===== config.mk =====
export PLATFORM = sky130hd
export DESIGN_NAME = capmis_cal_seq
export DESIGN_NICKNAME = d
export VERILOG_FILES = /design/src/rtl/cmc_pkg.sv /design/src/rtl/cmc_seq.sv /design/src/rtl/cmc_delay_quant.sv /design/src/rtl/cmc_code_bank.sv /design/src/rtl/capmis_cal_seq.sv
export SDC_FILE = /design/constraint.sdc
export NUM_CORES = 1
export LEC_CHECK = 0
export CORE_ASPECT_RATIO = 1.2
export CORE_MARGIN = 10
export CORE_UTILIZATION = 28
export CTS_CLUSTER_SIZE = 25
export DETAILED_ROUTE_END_ITERATION = 6
export GPL_TIMING_DRIVEN = 0
export HOLD_SLACK_MARGIN = 0.08
export SYNTH_ARGS = -nofsm -noshare
export SYNTH_HDL_FRONTEND = slang
export SYNTH_SLANG_ARGS = --single-unit

===== constraint.sdc =====
create_clock -name clk -period 4.75 [get_ports clk]
set_input_delay 0.95 -clock clk [delete_from_list [all_inputs] [get_ports clk]]
set_output_delay 0.95 -clock clk [all_outputs]
set_load 0.01 [all_outputs]

===== src/rtl/cmc_pkg.sv =====
package cmc_pkg;

    typedef enum logic [2:0] {
        ST_IDLE,
        ST_GROUND,
        ST_EVAL,
        ST_WRITE,
        ST_DONE
    } cal_st_e;

    // Code used for "no decision inside the window" and as reset value.
    localparam logic [1:0] CODE_QUIET = 2'b11;

    // Map a stored 2-bit code onto the compensation switches, {full, half}.
    function automatic logic [1:0] code_to_sw(input logic [1:0] code);
        logic [1:0] sw;
        sw[1] = ~code[1];
        sw[0] = ~(code[1] ^ code[0]);
        return sw;
    endfunction

endpackage


===== src/rtl/cmc_seq.sv =====
module cmc_seq
    import cmc_pkg::*;
#(
    parameter int NU  = 7,
    parameter int NB  = 7,
    parameter int WIN = 32,
    localparam int IW  = (NU > 1) ? $clog2(NU) : 1,
    localparam int TMW = (WIN > 1) ? $clog2(WIN) : 1
) (
    input  logic           clk,
    input  logic           rst_n,
    input  logic           start_i,
    output cal_st_e        st_o,
    output logic           side_o,
    output logic [IW-1:0]  idx_o,
    output logic [TMW-1:0] tmr_o,
    output logic [NU-1:0]  unit_p_o,
    output logic [NU-1:0]  unit_n_o,
    output logic [NB-1:0]  bin_p_o,
    output logic [NB-1:0]  bin_n_o
);

    typedef struct packed {
        cal_st_e        st;
        logic           side;
        logic [IW-1:0]  idx;
        logic [TMW-1:0] tmr;
        logic           start_prev;
    } seq_t;

    seq_t seq_d, seq_q;
    logic start_rise;

    always_comb begin
        seq_d            = seq_q;
        seq_d.start_prev = start_i;
        start_rise       = start_i && !seq_q.start_prev;
        unique case (seq_q.st)
            ST_IDLE, ST_DONE: begin
                if (start_rise) begin
                    seq_d.st   = ST_GROUND;
                    seq_d.side = 1'b0;
                    seq_d.idx  = '0;
                    seq_d.tmr  = '0;
                end
            end
            ST_GROUND: begin
                seq_d.st  = ST_EVAL;
                seq_d.tmr = '0;
            end
            ST_EVAL: begin
                if (seq_q.tmr == TMW'(WIN - 1)) begin
                    seq_d.st = ST_WRITE;
                end else begin
                    seq_d.tmr = seq_q.tmr + 1'b1;
                end
            end
            ST_WRITE: begin
                seq_d.tmr = '0;
                if (seq_q.idx == IW'(NU - 1)) begin
                    if (seq_q.side) begin
                        seq_d.st = ST_DONE;
                    end else begin
                        seq_d.st   = ST_EVAL;
                        seq_d.side = 1'b1;
                        seq_d.idx  = '0;
                    end
                end else begin
                    seq_d.st  = ST_EVAL;
                    seq_d.idx = seq_q.idx + 1'b1;
                end
            end
            default: seq_d.st = ST_IDLE;
        endcase
    end

    always_ff @(posedge clk or negedge rst_n) begin
        if (!rst_n) begin
            seq_q.st         <= ST_IDLE;
            seq_q.side       <= 1'b0;
            seq_q.idx        <= '0;
            seq_q.tmr        <= '0;
            seq_q.start_prev <= 1'b0;
        end else begin
            seq_q <= seq_d;
        end
    end

    logic eval_p, eval_n;
    assign eval_p = (seq_q.st == ST_EVAL) && !seq_q.side;
    assign eval_n = (seq_q.st == ST_EVAL) &&  seq_q.side;

    for (genvar g = 0; g < NU; g++) begin : g_unit
        assign unit_p_o[g] = eval_p && (seq_q.idx == IW'(g));
        assign unit_n_o[g] = eval_n && (seq_q.idx == IW'(g));
    end

    // The opposite branch's binary array is held at reference as the yardstick.
    assign bin_n_o = {NB{eval_p}};
    assign bin_p_o = {NB{eval_n}};

    assign st_o   = seq_q.st;
    assign side_o = seq_q.side;
    assign idx_o  = seq_q.idx;
    assign tmr_o  = seq_q.tmr;

endmodule


===== src/rtl/cmc_delay_quant.sv =====
module cmc_delay_quant
    import cmc_pkg::*;
#(
    parameter int TMW = 5,
    parameter int TW  = 6
) (
    input  logic           clk,
    input  logic           rst_n,
    input  logic           eval_i,
    input  logic [TMW-1:0] tmr_i,
    input  logic           cmp_i,
    input  logic [TW-1:0]  near_i,
    input  logic [TW-1:0]  far_i,
    output logic [1:0]     code_o
);

    typedef struct packed {
        logic       cmp_prev;
        logic       hit;
        logic [1:0] code;
    } qnt_t;

    qnt_t qnt_d, qnt_q;
    logic [TW-1:0] tmr_x;
    logic          edge_seen;

    always_comb begin
        qnt_d          = qnt_q;
        qnt_d.cmp_prev = cmp_i;
        tmr_x          = TW'(tmr_i);
        edge_seen      = cmp_i && !qnt_q.cmp_prev;
        if (!eval_i) begin
            qnt_d.hit  = 1'b0;
            qnt_d.code = CODE_QUIET;
        end else if (!qnt_q.hit && edge_seen) begin
            // Sample both reference thresholds once, on the first decision edge.
            qnt_d.hit     = 1'b1;
            qnt_d.code[0] = (tmr_x >= near_i);
            qnt_d.code[1] = (tmr_x >= far_i);
        end
    end

    always_ff @(posedge clk or negedge rst_n) begin
        if (!rst_n) begin
            qnt_q.cmp_prev <= 1'b0;
            qnt_q.hit      <= 1'b0;
            qnt_q.code     <= CODE_QUIET;
        end else begin
            qnt_q <= qnt_d;
        end
    end

    assign code_o = qnt_q.code;

endmodule


===== src/rtl/cmc_code_bank.sv =====
module cmc_code_bank
    import cmc_pkg::*;
#(
    parameter int NU = 7,
    localparam int IW = (NU > 1) ? $clog2(NU) : 1
) (
    input  logic            clk,
    input  logic            rst_n,
    input  logic            wr_i,
    input  logic            side_i,
    input  logic [IW-1:0]   idx_i,
    input  logic [1:0]      code_i,
    input  logic            done_i,
    output logic [2*NU-1:0] code_p_o,
    output logic [2*NU-1:0] code_n_o,
    output logic [NU-1:0]   half_p_o,
    output logic [NU-1:0]   full_p_o,
    output logic [NU-1:0]   half_n_o,
    output logic [NU-1:0]   full_n_o
);

    typedef struct packed {
        logic [NU-1:0][1:0] pos;
        logic [NU-1:0][1:0] neg;
    } bank_t;

    bank_t bank_d, bank_q;

    always_comb begin
        bank_d = bank_q;
        for (int i = 0; i < NU; i++) begin
            if (wr_i && (idx_i == IW'(i))) begin
                if (side_i) bank_d.neg[i] = code_i;
                else        bank_d.pos[i] = code_i;
            end
        end
    end

    always_ff @(posedge clk or negedge rst_n) begin
        if (!rst_n) begin
            bank_q.pos <= {NU{CODE_QUIET}};
            bank_q.neg <= {NU{CODE_QUIET}};
        end else begin
            bank_q <= bank_d;
        end
    end

    for (genvar g = 0; g < NU; g++) begin : g_slot
        logic [1:0] sw_p, sw_n;
        assign sw_p = code_to_sw(bank_q.pos[g]);
        assign sw_n = code_to_sw(bank_q.neg[g]);
        assign code_p_o[2*g +: 2] = bank_q.pos[g];
        assign code_n_o[2*g +: 2] = bank_q.neg[g];
        assign full_p_o[g] = done_i && sw_p[1];
        assign half_p_o[g] = done_i && sw_p[0];
        assign full_n_o[g] = done_i && sw_n[1];
        assign half_n_o[g] = done_i && sw_n[0];
    end

endmodule


===== src/rtl/capmis_cal_seq.sv =====
module capmis_cal_seq
    import cmc_pkg::*;
#(
    parameter int NU  = 7,
    parameter int NB  = 7,
    parameter int WIN = 32,
    localparam int TW  = $clog2(WIN + 1),
    localparam int TMW = (WIN > 1) ? $clog2(WIN) : 1,
    localparam int IW  = (NU > 1) ? $clog2(NU) : 1
) (
    input  logic            clk,
    input  logic            rst_n,
    input  logic            ofs_done_i,
    input  logic            cmp_out_i,
    input  logic [TW-1:0]   thr_near_i,
    input  logic [TW-1:0]   thr_far_i,
    output logic [NU-1:0]   unit_p_o,
    output logic [NU-1:0]   unit_n_o,
    output logic [NB-1:0]   bin_p_o,
    output logic [NB-1:0]   bin_n_o,
    output logic            cal_done_o,
    output logic [2*NU-1:0] code_p_o,
    output logic [2*NU-1:0] code_n_o,
    output logic [NU-1:0]   sw_half_p_o,
    output logic [NU-1:0]   sw_full_p_o,
    output logic [NU-1:0]   sw_half_n_o,
    output logic [NU-1:0]   sw_full_n_o
);

    cal_st_e        st;
    logic           side;
    logic [IW-1:0]  idx;
    logic [TMW-1:0] tmr;
    logic [1:0]     code;
    logic           eval_act, wr_act;

    cmc_seq #(.NU(NU), .NB(NB), .WIN(WIN)) u_seq (
        .clk      (clk),
        .rst_n    (rst_n),
        .start_i  (ofs_done_i),
        .st_o     (st),
        .side_o   (side),
        .idx_o    (idx),
        .tmr_o    (tmr),
        .unit_p_o (unit_p_o),
        .unit_n_o (unit_n_o),
        .bin_p_o  (bin_p_o),
        .bin_n_o  (bin_n_o)
    );

    assign eval_act   = (st == ST_EVAL);
    assign wr_act     = (st == ST_WRITE);
    assign cal_done_o = (st == ST_DONE);

    cmc_delay_quant #(.TMW(TMW), .TW(TW)) u_quant (
        .clk    (clk),
        .rst_n  (rst_n),
        .eval_i (eval_act),
        .tmr_i  (tmr),
        .cmp_i  (cmp_out_i),
        .near_i (thr_near_i),
        .far_i  (thr_far_i),
        .code_o (code)
    );

    cmc_code_bank #(.NU(NU)) u_bank (
        .clk      (clk),
        .rst_n    (rst_n),
        .wr_i     (wr_act),
        .side_i   (side),
        .idx_i    (idx),
        .code_i   (code),
        .done_i   (cal_done_o),
        .code_p_o (code_p_o),
        .code_n_o (code_n_o),
        .half_p_o (sw_half_p_o),
        .full_p_o (sw_full_p_o),
        .half_n_o (sw_half_n_o),
        .full_n_o (sw_full_n_o)
    );

endmodule


==> results of run 1 <==
## per-layer routing
layer	vias up	GRT usage (%)	wire, um
li1	1129	-	-
met1	1107	11.80	3288
met2	60	19.65	4039
met3	4	3.115	443
met4	0	1.610	17
met5	-	0	0
## cell usage after synthesis (all sizes together)
library cell  number
nand3b             4
inv               16
o21bai             1
o21ai              2
buf               21
dfrtp             15
a22o               2
mux2              29
and2               7
nor3b              1
ha                13
nor4b              1
o22ai              1
or3                1
a221o              1
dfstp             30
nor2              53
and3               3
nand3              2
and2b              1
nor2b              3
nand2b             5
or4b               1
clkbuf             5
xor2              14
nor3               9
xnor2              2
a21o               2
a211o              1
a21oi              8
and3b              2
nand2             21
a211oi             4
## registers in the layout, summed over array words and instances (netlist names)
signal,cells
u_bank.code_p_o,14
u_seq.idx_o,3
u_seq.seq_q,1
u_quant.qnt_q,2
u_seq.tmr_o,5
u_quant.code_o,2
u_bank.code_n_o,14
u_seq.st_o,3
u_seq.side_o,1
## cell type report
| type | instances | share of cell area [%] |
|---|---|---|
| plain buffers | 26 | 4.408 |
| clock buffers | 7 | 3.734 |
| clock inverters | 1 | 0.1224 |
| inverters | 16 | 1.469 |
| multi-input cells | 194 | 33.18 |
| flip-flops and latches | 45 | 28.47 |
| well taps | 123 | 3.765 |
| repair buffers | 101 | 24.85 |
## power breakdown
part | total, mW | leakage (nW) | internal, mW | switching (mW)
registers | 0.604 | 0.498 | 0.504 | 0.0992
clock network | 0.363 | 0.0799 | 0.223 | 0.140
logic | 0.658 | 1.28 | 0.358 | 0.301
total | 1.62 | 1.86 | 1.08 | 0.540
## metrics by stage
step / hold WS (ns) / instance area (um2) / setup slack (ns) / std cells
final: 0.4848 / 4088 / 1.562 / 513
after detailed placement: 0.4771 / 3930 / 1.848 / 505
after global routing: 0.5542 / 4088 / 1.330 / 513
after CTS: 0.4905 / 4088 / 1.526 / 513
after floorplan: 0.4538 / 2760 / 2.525 / 281
after global placement: 0.4727 / 3915 / 1.539 / 504
## worst min path at each step
stage / from / endpoint / depth (start not counted)
3_3_place_gp: u_quant.qnt_q[2]$_DFFE_PN0P_ / u_quant.qnt_q[2]$_DFFE_PN0P_ / 2
6_report: u_quant.qnt_q[2]$_DFFE_PN0P_ / u_quant.qnt_q[2]$_DFFE_PN0P_ / 2
4_1_cts: u_quant.qnt_q[2]$_DFFE_PN0P_ / u_quant.qnt_q[2]$_DFFE_PN0P_ / 2
5_1_grt: u_quant.qnt_q[2]$_DFFE_PN0P_ / u_quant.qnt_q[2]$_DFFE_PN0P_ / 2
2_1_floorplan: u_quant.qnt_q[2]$_DFFE_PN0P_ / u_quant.qnt_q[2]$_DFFE_PN0P_ / 2
3_5_place_dp: u_quant.qnt_q[2]$_DFFE_PN0P_ / u_quant.qnt_q[2]$_DFFE_PN0P_ / 2
## critical path, stage by stage (launching register included)
cell and delay (ns):
dfrtp_1 0.36, buf_4 0.17, nor2_1 0.15, and2_1 0.20, nand2b_1 0.15, inv_1 0.23
and2_1 0.16, clkdlybuf4s50_1 0.55
## logic make-up (layout without fill, tap and decap cells)
family / after synthesis / in the layout
adders and majority gates: 13 / 13
AOI/OAI and AO/OA: 22 / 22
DFF: 45 / 45
xor gates and xnor gates: 16 / 16
buffers and inverters: 42 / 151
and+or+nand+nor: 114 / 114
muxes: 29 / 29
==> results_dict.tcl, run 1 <==
set metrics [dict create \
    status "completed" \
    sequential_cell_area_mm2 0.001164 \
    report.power.total_mw 1.625 \
    finalCriticalPeriod_ns 3.188 \
    crit-reg2reg-capture "u_seq.tmr_o[0]$_DFFE_PN0P_" \
    holdCritPathClass "reg2reg" \
    placement_rows 39 \
    post_cts.resized_instances 0 \
    synth_top_family_by_area "simple AND/OR/NAND/NOR gates" \
    cts_sinks 45 \
    p_per_area_mw_per_mm2 397.5 \
    critical_path.reg2reg.startpoint "u_seq.tmr_o[1]$_DFFE_PN0P_" \
    ctsLongestPathBuffers 2 \
    grt_overflow 0 \
    drv.max_cap_violation_count 0 \
    cp_max_fo 9 \
    synth_simple_gate_area_share_pct 20.81 \
    grt_max_degree 34 \
    synth_area_per_cell_um2 9.823 \
    worstRegToRegCells 7 \
    floorplan.initialDensity_pct 28.86 \
    clock_latency_on_the_worst_skew_pair_ns 0.28 \
    irDropWorstVdd_mv 0.1416 \
    antenna-diode-count 0 \
    crit_required_ns 3.80 \
    die_y_um 128.8 \
    area_of_the_multi_input_gates_mm2 0.001356 \
    routed_wl_um 7789 \
    worst_slew_pin_tran_ns 0.6445 \
    detail_route.drc_violations 0 \
    area_growth_pct 48.10 \
    criticalPathCategory "reg2out" \
    tritoncts.num_buffers 5 \
    synth.distinct_cells 41 \
    clock.fmax_ghz 0.3137 \
    finalClockSkew_ns 0.008727 \
    finalCritPeriodShare_pct 67.11 \
    r2r_slack_ns 2.92 \
    core_region_area_mm2 0.009564 \
    die_x_um 110.6 \
    layout_common_cells "clkdlybuf4s50_1 (99), nor2_1 (52), dfstp_2 (30), mux2_2 (27), nand2_1 (21)" \
    avgRoutedWirePerCell_um 15.18 \
    grt_setup_unrepaired "false" \
    synth-adder-area-share_pct 5.893 \
    report.final.setup_viol 0 \
    synth.top_cell.area_share_pct 28.56 \
    cts_setup_buffers 0 \
    final_layout_size_suffix_gt1_share_pct 24.87 \
    worst_setup_ep "unit_p_o[0]" \
    post-synth-top-area-cell "dfstp_2" \
    grt_antenna_before_repair 0 \
    routed-via-count 2300 \
    drt.antenna.violating_nets 0 \
    timing.critical_path.arrival_ns 2.24 \
    setup-tns-final_ns 0 \
    crit_start "u_seq.st_o[0]$_DFFE_PN0P_" \
    synthTopCellsByArea "dfstp_2 (29%), dfrtp_1 (14%), mux2_2 (11%)" \
    synth.yosys.seq_area_share_pct 42.16 \
    syn-cell-area_mm2 0.002760 \
    port-buffer-count 100 \
    p_leak_nw 1.859 \
    worstSetupEndpointType "output pin" \
    htree_levels 2 \
    drt-vias-per-instance 4.483 \
    grt_pass1_wl_um 12750 \
    mostFrequentLayoutCell "clkdlybuf4s50_1" \
    syn_inst 281 \
    fill_cells 948 \
    grt_util_all_layers_pct 10.55 \
    place_hpwl_um 6376 \
    clockRootBuffer "clkbuf_16" \
    vias_in_the_first_global_route 2394 \
    finalHoldViolCount 0 \
    final_nets 418 \
    maxSlewHeadroom_pct 57.03 \
    clk_transition_reported_paths_ns 0.06 \
    timing.final.max_slew_violations 0 \
    fp.dieArea_mm2 0.01425 \
    cts_tree "built" \
    num_io_pins 101 \
    first_iter_violations 88 \
    postSynthNetCount 310 \
    drt_pass_1_iters 4 \
    flip_flop_and_latch_count_after_synthesis 45 \
    nature_of_the_critical_path_startpoint "register" \
    utilization_pct 42.74 \
    gpl.final_weighted_congestion 0.8120 \
    cts-hold-fix-buffers 0 \
    synthMuxAreaShare_pct 12.10 \
    ys_warn_count 0 \
    share_of_the_synthesized_netlist_area_taken_by_xor_and_xnor_gates_pct 5.077 \
    synthesized_area_fraction_occupied_by_ao_oa_aoi_and_oai_cells_pct 5.258 \
]
No activity file was read; power rests on OpenSTA's default activity.
==> run 2: changes to the inputs <==
==> constraint.sdc (replaced) <==
create_clock -name clk -period 3.2 [get_ports clk]
set_input_delay 0.64 -clock clk [delete_from_list [all_inputs] [get_ports clk]]
set_output_delay 0.64 -clock clk [all_outputs]
set_load 0.01 [all_outputs]
==> results of run 2 <==
Same layout as run 1 (identical final DEF). Status: completed.
Among the figures that moved: setup slack after placement 1.848 ns -> 0.6075 ns; setup slack after layout 1.562 ns -> 0.3222 ns; hold slack 0.4848 ns -> 0.2564 ns; register-to-register setup slack 2.92 ns -> 1.37 ns; total power 1.625 mW -> 2.412 mW; worst IR drop on VDD 0.1416 mV -> 0.2102 mV
==> run 3: changes to the inputs <==
--- a/config.mk
+++ b/config.mk
@@ -12,6 +12,7 @@
 export DETAILED_ROUTE_END_ITERATION = 6
 export GPL_TIMING_DRIVEN = 0
 export HOLD_SLACK_MARGIN = 0.08
+export SLEW_MARGIN = 20
 export SYNTH_ARGS = -nofsm -noshare
 export SYNTH_HDL_FRONTEND = slang
 export SYNTH_SLANG_ARGS = --single-unit
==> results of run 3 <==
Same layout as run 1 (identical final DEF). Status: completed.
Among the figures that moved: setup slack after placement 1.848 ns -> 0.6075 ns; setup slack after layout 1.562 ns -> 0.3222 ns; hold slack 0.4848 ns -> 0.2564 ns; register-to-register setup slack 2.92 ns -> 1.37 ns; total power 1.625 mW -> 2.412 mW; worst IR drop on VDD 0.1416 mV -> 0.2102 mV
